File: config.mk
export PLATFORM = sky130hd
export DESIGN_NAME = trc_scope
export DESIGN_NICKNAME = d
export VERILOG_FILES = /design/src/rtl/trc_pkg.sv /design/src/rtl/trc_arm.sv /design/src/rtl/trc_capture.sv /design/src/rtl/trc_readout.sv /design/src/rtl/trc_scope.sv
export SDC_FILE = /design/constraint.sdc
export NUM_CORES = 2
export LEC_CHECK = 0
export BUFFER_PORTS_ARGS = -buffer_cell sky130_fd_sc_hd__buf_4
export CORE_ASPECT_RATIO = 0.7
export CORE_MARGIN = 3
export CORE_UTILIZATION = 23
export CTS_CLUSTER_SIZE = 20
export DETAILED_ROUTE_END_ITERATION = 8
export GPL_TIMING_DRIVEN = 0
export SKIP_LAST_GASP = 1
export SLEW_MARGIN = 20
export SYNTH_ARGS = -nofsm -noshare
export SYNTH_HDL_FRONTEND = slang
export SYNTH_SLANG_ARGS = --single-unit
export TNS_END_PERCENT = 10
File: constraint.sdc
create_clock -name clk -period 18.3 [get_ports clk]
set_input_delay 0 -clock clk [delete_from_list [all_inputs] [get_ports clk]]
set_output_delay 0 -clock clk [all_outputs]
set_load 0.01 [all_outputs]
File: src/rtl/trc_pkg.sv
package trc_pkg;

    localparam int WORD_W = 64;

    typedef enum logic [2:0] {
        OP_VALID  = 3'd0,
        OP_DATA   = 3'd1,
        OP_WIDTH  = 3'd2,
        OP_COUNT  = 3'd3,
        OP_START  = 3'd4,
        OP_STOP   = 3'd5,
        OP_OFFSET = 3'd6,
        OP_RSVD   = 3'd7
    } trc_op_e;

    typedef enum logic [1:0] {
        ST_IDLE,
        ST_WAIT,
        ST_CAP,
        ST_DONE
    } trc_state_e;

    function automatic int words_for(int bits);
        return (bits + WORD_W - 1) / WORD_W;
    endfunction

endpackage

File: src/rtl/trc_arm.sv
module trc_arm
    import trc_pkg::*;
#(
    parameter int CNT_W = 32
) (
    input  logic             clk,
    input  logic             rst,
    input  logic             cmd_wr,
    input  trc_op_e          op,
    input  logic [CNT_W-1:0] arg,
    input  logic             frames_nz,
    input  logic             full_now,
    output trc_state_e       state,
    output logic             start_cmd,
    output logic             stop_now,
    output logic [CNT_W-1:0] offset
);

    logic [CNT_W-1:0] dly_q;
    logic [CNT_W-1:0] stop_q;
    logic             stop_arm_q;
    logic             stop_cmd;

    assign start_cmd = cmd_wr && (op == OP_START);
    assign stop_cmd  = cmd_wr && (op == OP_STOP);
    assign stop_now  = (state == ST_CAP) && stop_arm_q && (stop_q == '0) && frames_nz;

    always_ff @(posedge clk) begin
        if (rst) begin
            state      <= ST_IDLE;
            dly_q      <= '0;
            stop_q     <= '0;
            stop_arm_q <= 1'b0;
            offset     <= '0;
        end else if (start_cmd) begin
            state      <= ST_WAIT;
            dly_q      <= arg;
            offset     <= arg;
            stop_arm_q <= 1'b0;
        end else begin
            case (state)
                ST_WAIT: begin
                    if (dly_q == '0) state <= ST_CAP;
                    else             dly_q <= dly_q - 1'b1;
                end
                ST_CAP: begin
                    if (stop_now || full_now)             state  <= ST_DONE;
                    else if (stop_arm_q && stop_q != '0)  stop_q <= stop_q - 1'b1;
                end
                default: ;
            endcase
            if (stop_cmd) begin
                stop_arm_q <= 1'b1;
                stop_q     <= arg;
            end
        end
    end

    // an accepted start command always leads to the waiting state
    p_arm_wait_r2: assert property (@(posedge clk) disable iff (rst)
        start_cmd |=> state == ST_WAIT);

    // a finished recording stays finished until re-armed
    p_done_sticky_r4: assert property (@(posedge clk) disable iff (rst)
        (state == ST_DONE) && !start_cmd |=> state == ST_DONE);

endmodule

File: src/rtl/trc_capture.sv
module trc_capture
    import trc_pkg::*;
#(
    parameter int PROBE_W = 72,
    parameter int DELTA_W = 8,
    parameter int DEPTH   = 16,
    localparam int AW     = $clog2(DEPTH),
    localparam int IDX_W  = $clog2(DEPTH + 1)
) (
    input  logic               clk,
    input  logic               rst,
    input  logic               clear,
    input  logic               en,
    input  logic [PROBE_W-1:0] probe,
    input  logic [AW-1:0]      rd_idx,
    output logic               full_now,
    output logic [IDX_W-1:0]   count,
    output logic [PROBE_W-1:0] rd_probe,
    output logic [DELTA_W-1:0] rd_delta
);

    localparam logic [IDX_W-1:0] LAST_IDX = IDX_W'(DEPTH - 1);
    localparam logic [IDX_W-1:0] FULL_CNT = IDX_W'(DEPTH);

    logic [PROBE_W-1:0] probe_mem [DEPTH];
    logic [DELTA_W-1:0] delta_mem [DEPTH];
    logic [PROBE_W-1:0] last_q;
    logic [DELTA_W-1:0] delta_q;
    logic               store;

    assign store    = en && ((count == '0) || (probe != last_q) || (&delta_q));
    assign full_now = store && (count == LAST_IDX);
    assign rd_probe = probe_mem[rd_idx];
    assign rd_delta = delta_mem[rd_idx];

    always_ff @(posedge clk) begin
        if (store) begin
            probe_mem[count[AW-1:0]] <= probe;
            delta_mem[count[AW-1:0]] <= delta_q;
        end
    end

    always_ff @(posedge clk) begin
        if (rst || clear) begin
            count   <= '0;
            delta_q <= '0;
            last_q  <= '0;
        end else if (store) begin
            count   <= count + 1'b1;
            delta_q <= '0;
            last_q  <= probe;
        end else if (en) begin
            delta_q <= delta_q + 1'b1;
        end
    end

    // the frame count never passes the memory depth
    p_count_bound_r4: assert property (@(posedge clk) disable iff (rst)
        count <= FULL_CNT);

    // nothing is stored outside a recording window
    p_store_only_cap_r3: assert property (@(posedge clk) disable iff (rst)
        !en && !clear |=> $stable(count));

endmodule

File: src/rtl/trc_readout.sv
module trc_readout
    import trc_pkg::*;
#(
    parameter int PROBE_W = 72,
    parameter int DELTA_W = 8,
    parameter int DEPTH   = 16,
    parameter int CNT_W   = 32,
    localparam int AW     = $clog2(DEPTH),
    localparam int IDX_W  = $clog2(DEPTH + 1)
) (
    input  logic               clk,
    input  logic               rst,
    input  logic               clear,
    input  logic               cmd_wr,
    input  trc_op_e            op,
    input  trc_state_e         state,
    input  logic [IDX_W-1:0]   count,
    input  logic [CNT_W-1:0]   offset,
    input  logic               rd_strobe,
    input  logic [PROBE_W-1:0] rd_probe,
    input  logic [DELTA_W-1:0] rd_delta,
    output logic [AW-1:0]      rd_idx,
    output logic [WORD_W-1:0]  rd_data
);

    localparam int NW    = words_for(PROBE_W);
    localparam int PAD_W = NW * WORD_W;
    localparam int WI_W  = (NW > 1) ? $clog2(NW) : 1;
    localparam logic [WI_W-1:0] LAST_W = WI_W'(NW - 1);

    trc_op_e          mode_q;
    logic             in_pay_q;
    logic [WI_W-1:0]  wi_q;
    logic [IDX_W-1:0] fi_q;
    logic [PAD_W-1:0] padded;
    logic [WORD_W-1:0] word;
    logic             busy;
    logic             frames_left;
    logic             is_query;

    assign padded      = PAD_W'(rd_probe);
    assign word        = padded[wi_q * WORD_W +: WORD_W];
    assign busy        = (state == ST_WAIT) || (state == ST_CAP);
    assign frames_left = (state == ST_DONE) && (fi_q != count);
    assign is_query    = (op == OP_VALID) || (op == OP_DATA) || (op == OP_WIDTH)
                      || (op == OP_COUNT) || (op == OP_OFFSET);
    assign rd_idx      = fi_q[AW-1:0];

    always_ff @(posedge clk) begin
        if (rst) begin
            mode_q   <= OP_VALID;
            rd_data  <= '0;
            fi_q     <= '0;
            wi_q     <= '0;
            in_pay_q <= 1'b0;
        end else begin
            if (cmd_wr && is_query) mode_q <= op;
            if (rd_strobe) begin
                if (busy) begin
                    rd_data <= '0;
                end else begin
                    case (mode_q)
                        OP_VALID:  rd_data <= {{(WORD_W-1){1'b0}}, frames_left};
                        OP_WIDTH:  rd_data <= WORD_W'(PROBE_W);
                        OP_COUNT:  rd_data <= WORD_W'(count);
                        OP_OFFSET: rd_data <= WORD_W'(offset);
                        OP_DATA: begin
                            if (!frames_left) begin
                                rd_data <= '0;
                            end else if (!in_pay_q) begin
                                rd_data  <= WORD_W'(rd_delta);
                                in_pay_q <= 1'b1;
                                wi_q     <= '0;
                            end else begin
                                rd_data <= word;
                                if (wi_q == LAST_W) begin
                                    in_pay_q <= 1'b0;
                                    fi_q     <= fi_q + 1'b1;
                                end else begin
                                    wi_q <= wi_q + 1'b1;
                                end
                            end
                        end
                        default: rd_data <= '0;
                    endcase
                end
            end
            if (clear) begin
                fi_q     <= '0;
                wi_q     <= '0;
                in_pay_q <= 1'b0;
            end
        end
    end

    // reads while armed or recording yield zero
    p_quiet_busy_r10: assert property (@(posedge clk) disable iff (rst)
        rd_strobe && busy |=> rd_data == '0);

    // the stream position moves only on a read strobe or a new arming
    p_ptr_hold_r9: assert property (@(posedge clk) disable iff (rst)
        !rd_strobe && !clear |=> $stable(fi_q) && $stable(in_pay_q) && $stable(wi_q));

endmodule

File: src/rtl/trc_scope.sv
module trc_scope
    import trc_pkg::*;
#(
    parameter int PROBE_W = 72,
    parameter int DEPTH   = 16,
    parameter int DELTA_W = 8,
    parameter int CNT_W   = 32
) (
    input  logic               clk,
    input  logic               rst,
    input  logic [PROBE_W-1:0] probe,
    input  logic               cmd_wr,
    input  logic [63:0]        cmd_data,
    input  logic               rd_strobe,
    output logic [63:0]        rd_data
);

    localparam int AW    = $clog2(DEPTH);
    localparam int IDX_W = $clog2(DEPTH + 1);

    trc_op_e            op;
    logic [CNT_W-1:0]   arg;
    logic               unused_cmd_hi;
    trc_state_e         state;
    logic               start_cmd;
    logic               stop_now;
    logic [CNT_W-1:0]   offset;
    logic               full_now;
    logic [IDX_W-1:0]   count;
    logic [AW-1:0]      rd_idx;
    logic [PROBE_W-1:0] rd_probe;
    logic [DELTA_W-1:0] rd_delta;
    logic               cap_en;

    assign op            = trc_op_e'(cmd_data[2:0]);
    assign arg           = cmd_data[CNT_W+2:3];
    assign unused_cmd_hi = ^cmd_data[63:CNT_W+3];
    assign cap_en        = (state == ST_CAP) && !stop_now;

    trc_arm #(.CNT_W(CNT_W)) u_arm (
        .clk       (clk),
        .rst       (rst),
        .cmd_wr    (cmd_wr),
        .op        (op),
        .arg       (arg),
        .frames_nz (count != '0),
        .full_now  (full_now),
        .state     (state),
        .start_cmd (start_cmd),
        .stop_now  (stop_now),
        .offset    (offset)
    );

    trc_capture #(.PROBE_W(PROBE_W), .DELTA_W(DELTA_W), .DEPTH(DEPTH)) u_cap (
        .clk      (clk),
        .rst      (rst),
        .clear    (start_cmd),
        .en       (cap_en),
        .probe    (probe),
        .rd_idx   (rd_idx),
        .full_now (full_now),
        .count    (count),
        .rd_probe (rd_probe),
        .rd_delta (rd_delta)
    );

    trc_readout #(.PROBE_W(PROBE_W), .DELTA_W(DELTA_W), .DEPTH(DEPTH), .CNT_W(CNT_W)) u_rd (
        .clk       (clk),
        .rst       (rst),
        .clear     (start_cmd),
        .cmd_wr    (cmd_wr),
        .op        (op),
        .state     (state),
        .count     (count),
        .offset    (offset),
        .rd_strobe (rd_strobe),
        .rd_probe  (rd_probe),
        .rd_delta  (rd_delta),
        .rd_idx    (rd_idx),
        .rd_data   (rd_data)
    );

endmodule

Yosys cells after proc, flatten, opt, wreduce, memory -nomap -nowiden
Memories as Yosys holds them, arrays and structs flattened. A register that Yosys moved wholly into a read port is not among the register bits.
Cells that the tools add are included.
{ "word_totals": {"register_bits": 258, "mem_bits_rw": 1280, "out_inout_bits": 64, "wordCells": 114, "memories": 2} }
{ "mem_list": {"columns": ["memory", "words", "width", "rd", "rd_ports_with_merged_regs", "write_ports", "line_no", "text"], "rows": [
  ["u_cap.probe_mem", 16, 72, 1, 1, 1, "trc_capture.sv:25", "logic [PROBE_W-1:0] probe_mem [DEPTH];"],
  ["u_cap.delta_mem", 16, 8, 1, 1, 1, "trc_capture.sv:26", "logic [DELTA_W-1:0] delta_mem [DEPTH];"]
]} }
{ "classes": {"add_sub_neg": 6, "n_eq_ne": 22, "shift": 1, "n_mux": 25, "bitwise": 2, "reduce_logical": 42} }
{ "ops": {"columns": ["op", "count"], "rows": [
  ["one-hot mux 64 bit (5 select lines)", 1],
  ["two-way mux 32 bit", 7],
  ["two-way mux 64 bit", 3],
  ["variable part select 128 x 8 -> 64 bit", 1],
  ["!= test 72 bit", 1],
  ["zero test 32 bit", 2],
  ["subtractor 32 x 1 -> 32 bit (second input constant)", 2],
  ["nonzero test 32 bit", 1],
  ["two-way mux 4 bit", 4],
  ["equality test 3 x 2 -> 1 bit (second input constant)", 4],
  ["equality test 3 bit (second input constant)", 4],
  ["logical AND 1 bit", 11],
  ["adder 5 x 1 -> 5 bit (second input constant)", 2],
  ["logical OR 1 bit", 9],
  ["adder 8 x 1 -> 8 bit (second input constant)", 1],
  ["!= test 2 x 1 -> 1 bit (second input constant)", 4],
  ["AND reduction 4 bit", 2],
  ["AND reduction 8 bit", 1],
  ["nonzero test 2 bit", 4],
  ["two-way mux 1 bit", 7],
  ["equality test 3 x 1 -> 1 bit (second input constant)", 2],
  ["zero test 3 bit", 2],
  ["!= test 3 x 1 -> 1 bit (second input constant)", 2],
  ["AND reduction 3 bit", 2],
  ["15 further kinds", 19]
]} }

Depth between registers and ports, before layout
{ "logic_depth": {"word_depth": 12, "depth_mapped": 12, "depth_no_buf": 10} }

Cells and area by module
From an unflattened synthesis, not the netlist that was laid out.
{ "unflattened": {"hier_cells": 3094, "area_unflattened_um2": 59983.8} }
{ "by_module_without_submodules": {"columns": ["module", "instances", "cells_each", "area_per_inst_um2", "seq_area_each_um2"], "rows": [
  ["trc_capture", 1, 2136, 51677.1, 40138.5],
  ["trc_arm", 1, 648, 5181.2, 1981.9],
  ["trc_readout", 1, 306, 3105.5, 1481.4],
  ["trc_scope", 1, 4, 20.0, 0.0]
]} }

Worst setup path after synthesis
Ideal clock, no wire load.
{ "synth_path": {"kind": "reg2reg", "from": "register u_cap.count[0]", "to": "memory u_cap.delta_mem[0][0] (enable)", "arrival_time_ns": 9.351, "slack_ns": 8.234, "path_stages_with_launch": 10, "period_less_slack_ns": 10.066, "cell_sequence": "dfxtp_1 > inv_1 > ha_1 > or4b_2 > nand4_1 > nor4_1 > and3_1 > nand2_1 > nand2b_1 > nor4_1"} }
{ "synth_via": {"elab_chain_len": 7, "elab_cells_between_ends": 10} }
{ "synth_lines": {"columns": ["item", "line_no", "text"], "rows": [
  ["start, declared", "trc_capture.sv:17", "output logic [IDX_W-1:0] count,"],
  ["start signal, assigned", "trc_capture.sv:49", "count <= count + 1'b1;"],
  ["nonzero test 5 bit", "trc_scope.sv:46", ".frames_nz (count != '0),"],
  ["logical AND 1 bit", "trc_arm.sv:26", "assign stop_now = (state == ST_CAP) && stop_arm_q && (stop_q == '0) && frames_nz;"],
  ["zero test 1 bit", "trc_scope.sv:38", "assign cap_en = (state == ST_CAP) && !stop_now;"],
  ["logical AND 1 bit", "trc_scope.sv:38", null],
  ["logical AND 1 bit", "trc_capture.sv:31", "assign store = en && ((count == '0) || (probe != last_q) || (&delta_q));"],
  ["two-way mux 1 bit", "trc_capture.sv:37", "if (store) begin"],
  ["two-way mux 1 bit (not written as such)", "trc_capture.sv:39", "delta_mem[count[AW-1:0]] <= delta_q;"],
  ["end, declared", "trc_capture.sv:26", null]
]} }
Parallel ways exist; a longest one is shown, timed or not.

Final worst setup path
{ "layout_path": {"from": "register u_cap.delta_q[0]", "to": "memory u_cap.probe_mem[1][46] (enable)"} }
{ "layout_via": {"elab_chain_len": 5} }
{ "layout_lines": {"columns": ["item", "line_no", "text"], "rows": [
  ["start, declared", "trc_capture.sv:28", "logic [DELTA_W-1:0] delta_q;"],
  ["start signal, assigned", "trc_capture.sv:53", "delta_q <= delta_q + 1'b1;"],
  ["AND reduction 8 bit", "trc_capture.sv:31", null],
  ["logical OR 1 bit", "trc_capture.sv:31", null],
  ["logical AND 1 bit", "trc_capture.sv:31", null],
  ["two-way mux 1 bit", "trc_capture.sv:37", null],
  ["two-way mux 1 bit (not written as such)", "trc_capture.sv:38", "probe_mem[count[AW-1:0]] <= probe;"],
  ["end, declared", "trc_capture.sv:25", null]
]} }
Every way passes these cells.

==> results.sh <==
export IMPL_p_sw_frac=0.239
export IMPL_setup_worst_path_class="reg2reg"
export IMPL_place_area_sq_mm=0.0674
export IMPL_dp_hpwl_mm=131
export IMPL_grt_pass1_vias=33200
export IMPL_clk_pin_slew_ns=0.07
export IMPL_stdcell_area_sq_mm=0.0729
export IMPL_finalHoldViolations=0
export IMPL_clock_tree_buffer_depth=4
export IMPL_period_share=0.357
export IMPL_grt_max_degree=23
export IMPL_rsz0062_at_grt="false"
export IMPL_synthDistinctLibCells=68
export IMPL_worstSetupStartpointType="flop"
export IMPL_maxSlewHeadroom=0.203
export IMPL_power_leakage_nw=22.5
export IMPL_reg2reg_from="u_cap.delta_q[0]$_SDFFE_PP0P_"
export IMPL_hold_end="u_arm.stop_q[13]$_SDFFE_PP0P_"
export IMPL_via_per_inst=4.65
export IMPL_drt_pass1_iter_count=8
export IMPL_overflow=0
export IMPL_detail_route_antenna_nets=0
export IMPL_mostFrequentLayoutCell="edfxtp_1"
export IMPL_ys_seq_elements=1542
export IMPL_wl_per_cell_um=24.9
export IMPL_antenna_found_initial=43
export IMPL_ys_flop_type="edfxtp_1"
export IMPL_r2r_cells=16
export IMPL_clock_sinks=1542
export IMPL_synth_warning_count=0
export IMPL_layout_common_cells="edfxtp_1, mux4_2, dfxtp_1"
export IMPL_cap_violations=0
export IMPL_setup_tns_ns=0
export IMPL_die_w_um=615
export IMPL_num_nets_final=3902
export IMPL_syn_area_sq_mm=0.0598
export IMPL_max_freq_ghz=0.153
export IMPL_r2r_slack_ns=11.76
export IMPL_power_frac_clock=0.377
export IMPL_grtUsageTotal=0.133
export IMPL_synth_edf_count=1280
export IMPL_power_share_combinational=0.096
export IMPL_pwr_density_cell_mw_per_mm2=103
export IMPL_irDropWorstVdd_uv=71.2
export IMPL_fp_row_count=155
export IMPL_hold_ws_ns=0.120
export IMPL_dp_cells=6938
export IMPL_power_mw=7.50
export IMPL_hold_class="in2reg"
export IMPL_p_int_mw=5.71
export IMPL_hold_path_startpoint="cmd_data[16]"
export IMPL_dr_first_iter_drc_count=4490
export IMPL_gp_congestion=0.882
export IMPL_htreeDepth=4
export IMPL_grt_pass1_wl_mm=255
export IMPL_syn2layout_area_growth_pct=21.9
export IMPL_drc=0
export IMPL_worstPathArrival_ns=6.99
export IMPL_start_util=0.233
export IMPL_endpoint_kind="flop"
export IMPL_outcome="completed"
export IMPL_drive_gt1_frac=0.259
export IMPL_port_buffers=172
export IMPL_root_buffer="clkbuf_16"
export IMPL_stdcell_count=7307
export IMPL_p_seq_frac=0.526
export IMPL_p_switching_mw=1.79
export IMPL_die_area_sq_mm=0.266
export IMPL_synth_cells=3160
export IMPL_min_path_cells=4
export IMPL_cts_tree="done"
export IMPL_io_pins=204
export IMPL_numCtsBuffers=140
export IMPL_coreArea_sq_mm=0.257
export IMPL_synth_async_reset_ratio=0
export IMPL_setup_violations=0
export IMPL_worstPathRequired_ns=18.76
export IMPL_die_height_um=433
export IMPL_clock_skew_ns=0.0529
export IMPL_ctsResizeCount=0
export IMPL_worst_path_max_fanout=20
export IMPL_yosysSeqAreaShare=0.730
export IMPL_reg2reg_to="u_cap.probe_mem[1][46]$_DFFE_PP_"
export IMPL_num_vias=33900
export IMPL_drt_total_wl_mm=182
export IMPL_period_needed_ns=6.54
export IMPL_syn_num_nets=3313
export IMPL_syn_avg_cell_area_sq_um=18.9
export IMPL_clkLatencyLatePin_ns=0.78
export IMPL_slew_violations=0
export IMPL_tightestPinTransition_ns=1.20
## power by group through the flow
stage | Combinational (mW) | Clock, mW | Sequential, mW
floorplan | 0.398 | 0 | 4.03
global placement | 0.638 | 0 | 4.06
detailed placement | 0.681 | 0 | 4.03
CTS | 0.711 | 2.88 | 3.95
global route | 0.771 | 3.04 | 3.96
finish | 0.723 | 2.83 | 3.95
## stage by stage
| stage | util | worst slack, ns |
|---|---|---|
| floorplan | - | 8.23 |
| global placement | 0.255 | -2.63 |
| detailed placement | 0.263 | 12.03 |
| CTS | 0.284 | 12.01 |
| global route | 0.284 | 11.84 |
| finish | 0.284 | 11.76 |
## per-layer routing
layer / up-vias / global-route usage / share of wire
li1: 14000 / - / -
met1: 17700 / 0.188 / 0.42
met2: 1904 / 0.196 / 0.43
met3: 293 / 0.0439 / 0.12
met4: 6 / 0.0335 / 0.028
met5: - / 0 / 0.00019
## critical path, cell delays in order, from the launching register on
cell and delay, ns:
dfxtp_1 0.78, ha_1 0.33, nand3_1 0.12, nor3_1 0.46, nor4_1 0.12, and3_1 0.35
a21oi_1 0.20, clkbuf_1 0.66, buf_2 0.55, buf_2 0.52, nand2_1 0.34, nor3_2 0.64
buf_4 0.33, buf_6 0.17, buf_4 0.19, buf_4 0.21, buf_4 0.23
## worst max-delay path by stage
stage                                  startpoint                               end  slack [ns]  cells past startpoint
floorplan             u_cap.count[0]$_SDFFE_PP0P_   u_cap.delta_mem[0][0]$_DFFE_PP_        8.23                      9
global placement    u_cap.delta_q[0]$_SDFFE_PP0P_  u_cap.probe_mem[0][45]$_DFFE_PP_       -2.63                      8
detailed placement  u_cap.delta_q[0]$_SDFFE_PP0P_  u_cap.probe_mem[1][46]$_DFFE_PP_       12.03                     16
CTS                 u_cap.delta_q[0]$_SDFFE_PP0P_  u_cap.probe_mem[1][46]$_DFFE_PP_       12.01                     16
global route        u_cap.delta_q[0]$_SDFFE_PP0P_  u_cap.probe_mem[1][48]$_DFFE_PP_       11.84                     16
finish              u_cap.delta_q[0]$_SDFFE_PP0P_  u_cap.probe_mem[1][46]$_DFFE_PP_       11.76                     16
## area by class of cell
cell class / count / area [sq um]
Antenna cell: 5 / 12.5
Buffer: 174 / 726
Clock buffer: 200 / 3880
Clock inverter: 41 / 337
Fill cell: 25500 / 184000
Inverter: 22 / 82.6
Multi-Input combinational cell: 1422 / 15400
Sequential cell: 1542 / 43700
Tap cell: 3454 / 4320
Timing Repair Buffer: 447 / 4410
## logic make-up (layout without fill, tap and decap cells)
family | count (synthesis) | in the layout | share of synthesized area
DFF | 1542 | 1542 | 0.730
adders and majority gates | 13 | 13 | 0.00272
and+or+nand+nor | 536 | 536 | 0.0420
xor gates and xnor gates | 106 | 106 | 0.0155
AOI/OAI and AO/OA | 287 | 287 | 0.0330
muxes | 480 | 480 | 0.163
other | 0 | 5 | 0
buffers and inverters | 196 | 884 | 0.0129
## what timing repair did
action | 4_1_cts | 5_1_grt
hold endpoints to repair | 1335 | 0
setup buffers | 0 | 0
hold buffers | 121 | 0
## registers in the layout, summed over array words and instances, names as in the netlist, 2 cells and up, named ones only
signal / count
u_cap.probe_mem: 1152
u_cap.delta_mem: 128
u_cap.last_q: 72
u_rd.rd_data: 64
u_arm.dly_q: 32
u_arm.offset: 32
u_arm.stop_q: 32
u_cap.delta_q: 8
u_cap.count: 5
u_rd.fi_q: 5
u_rd.mode_q: 3
u_arm.state: 2
## Yosys cell counts, drive strengths merged, types with 24 or more instances
cell type  number  share of area
nand2         131         0.0082
a22oi          39         0.0049
xor2           30         0.0044
mux4          397           0.15
buf            48         0.0036
nor3           38         0.0033
clkbuf        126         0.0079
a21oi          82         0.0069
edfxtp       1280           0.64
a222oi         24         0.0040
o21ai          36         0.0030
xnor2          76          0.011
nor2          227          0.014
nor4           25         0.0032
mux2i          83          0.014
nand3          24         0.0026
dfxtp         262          0.088
(Power assumes the default switching activity.)
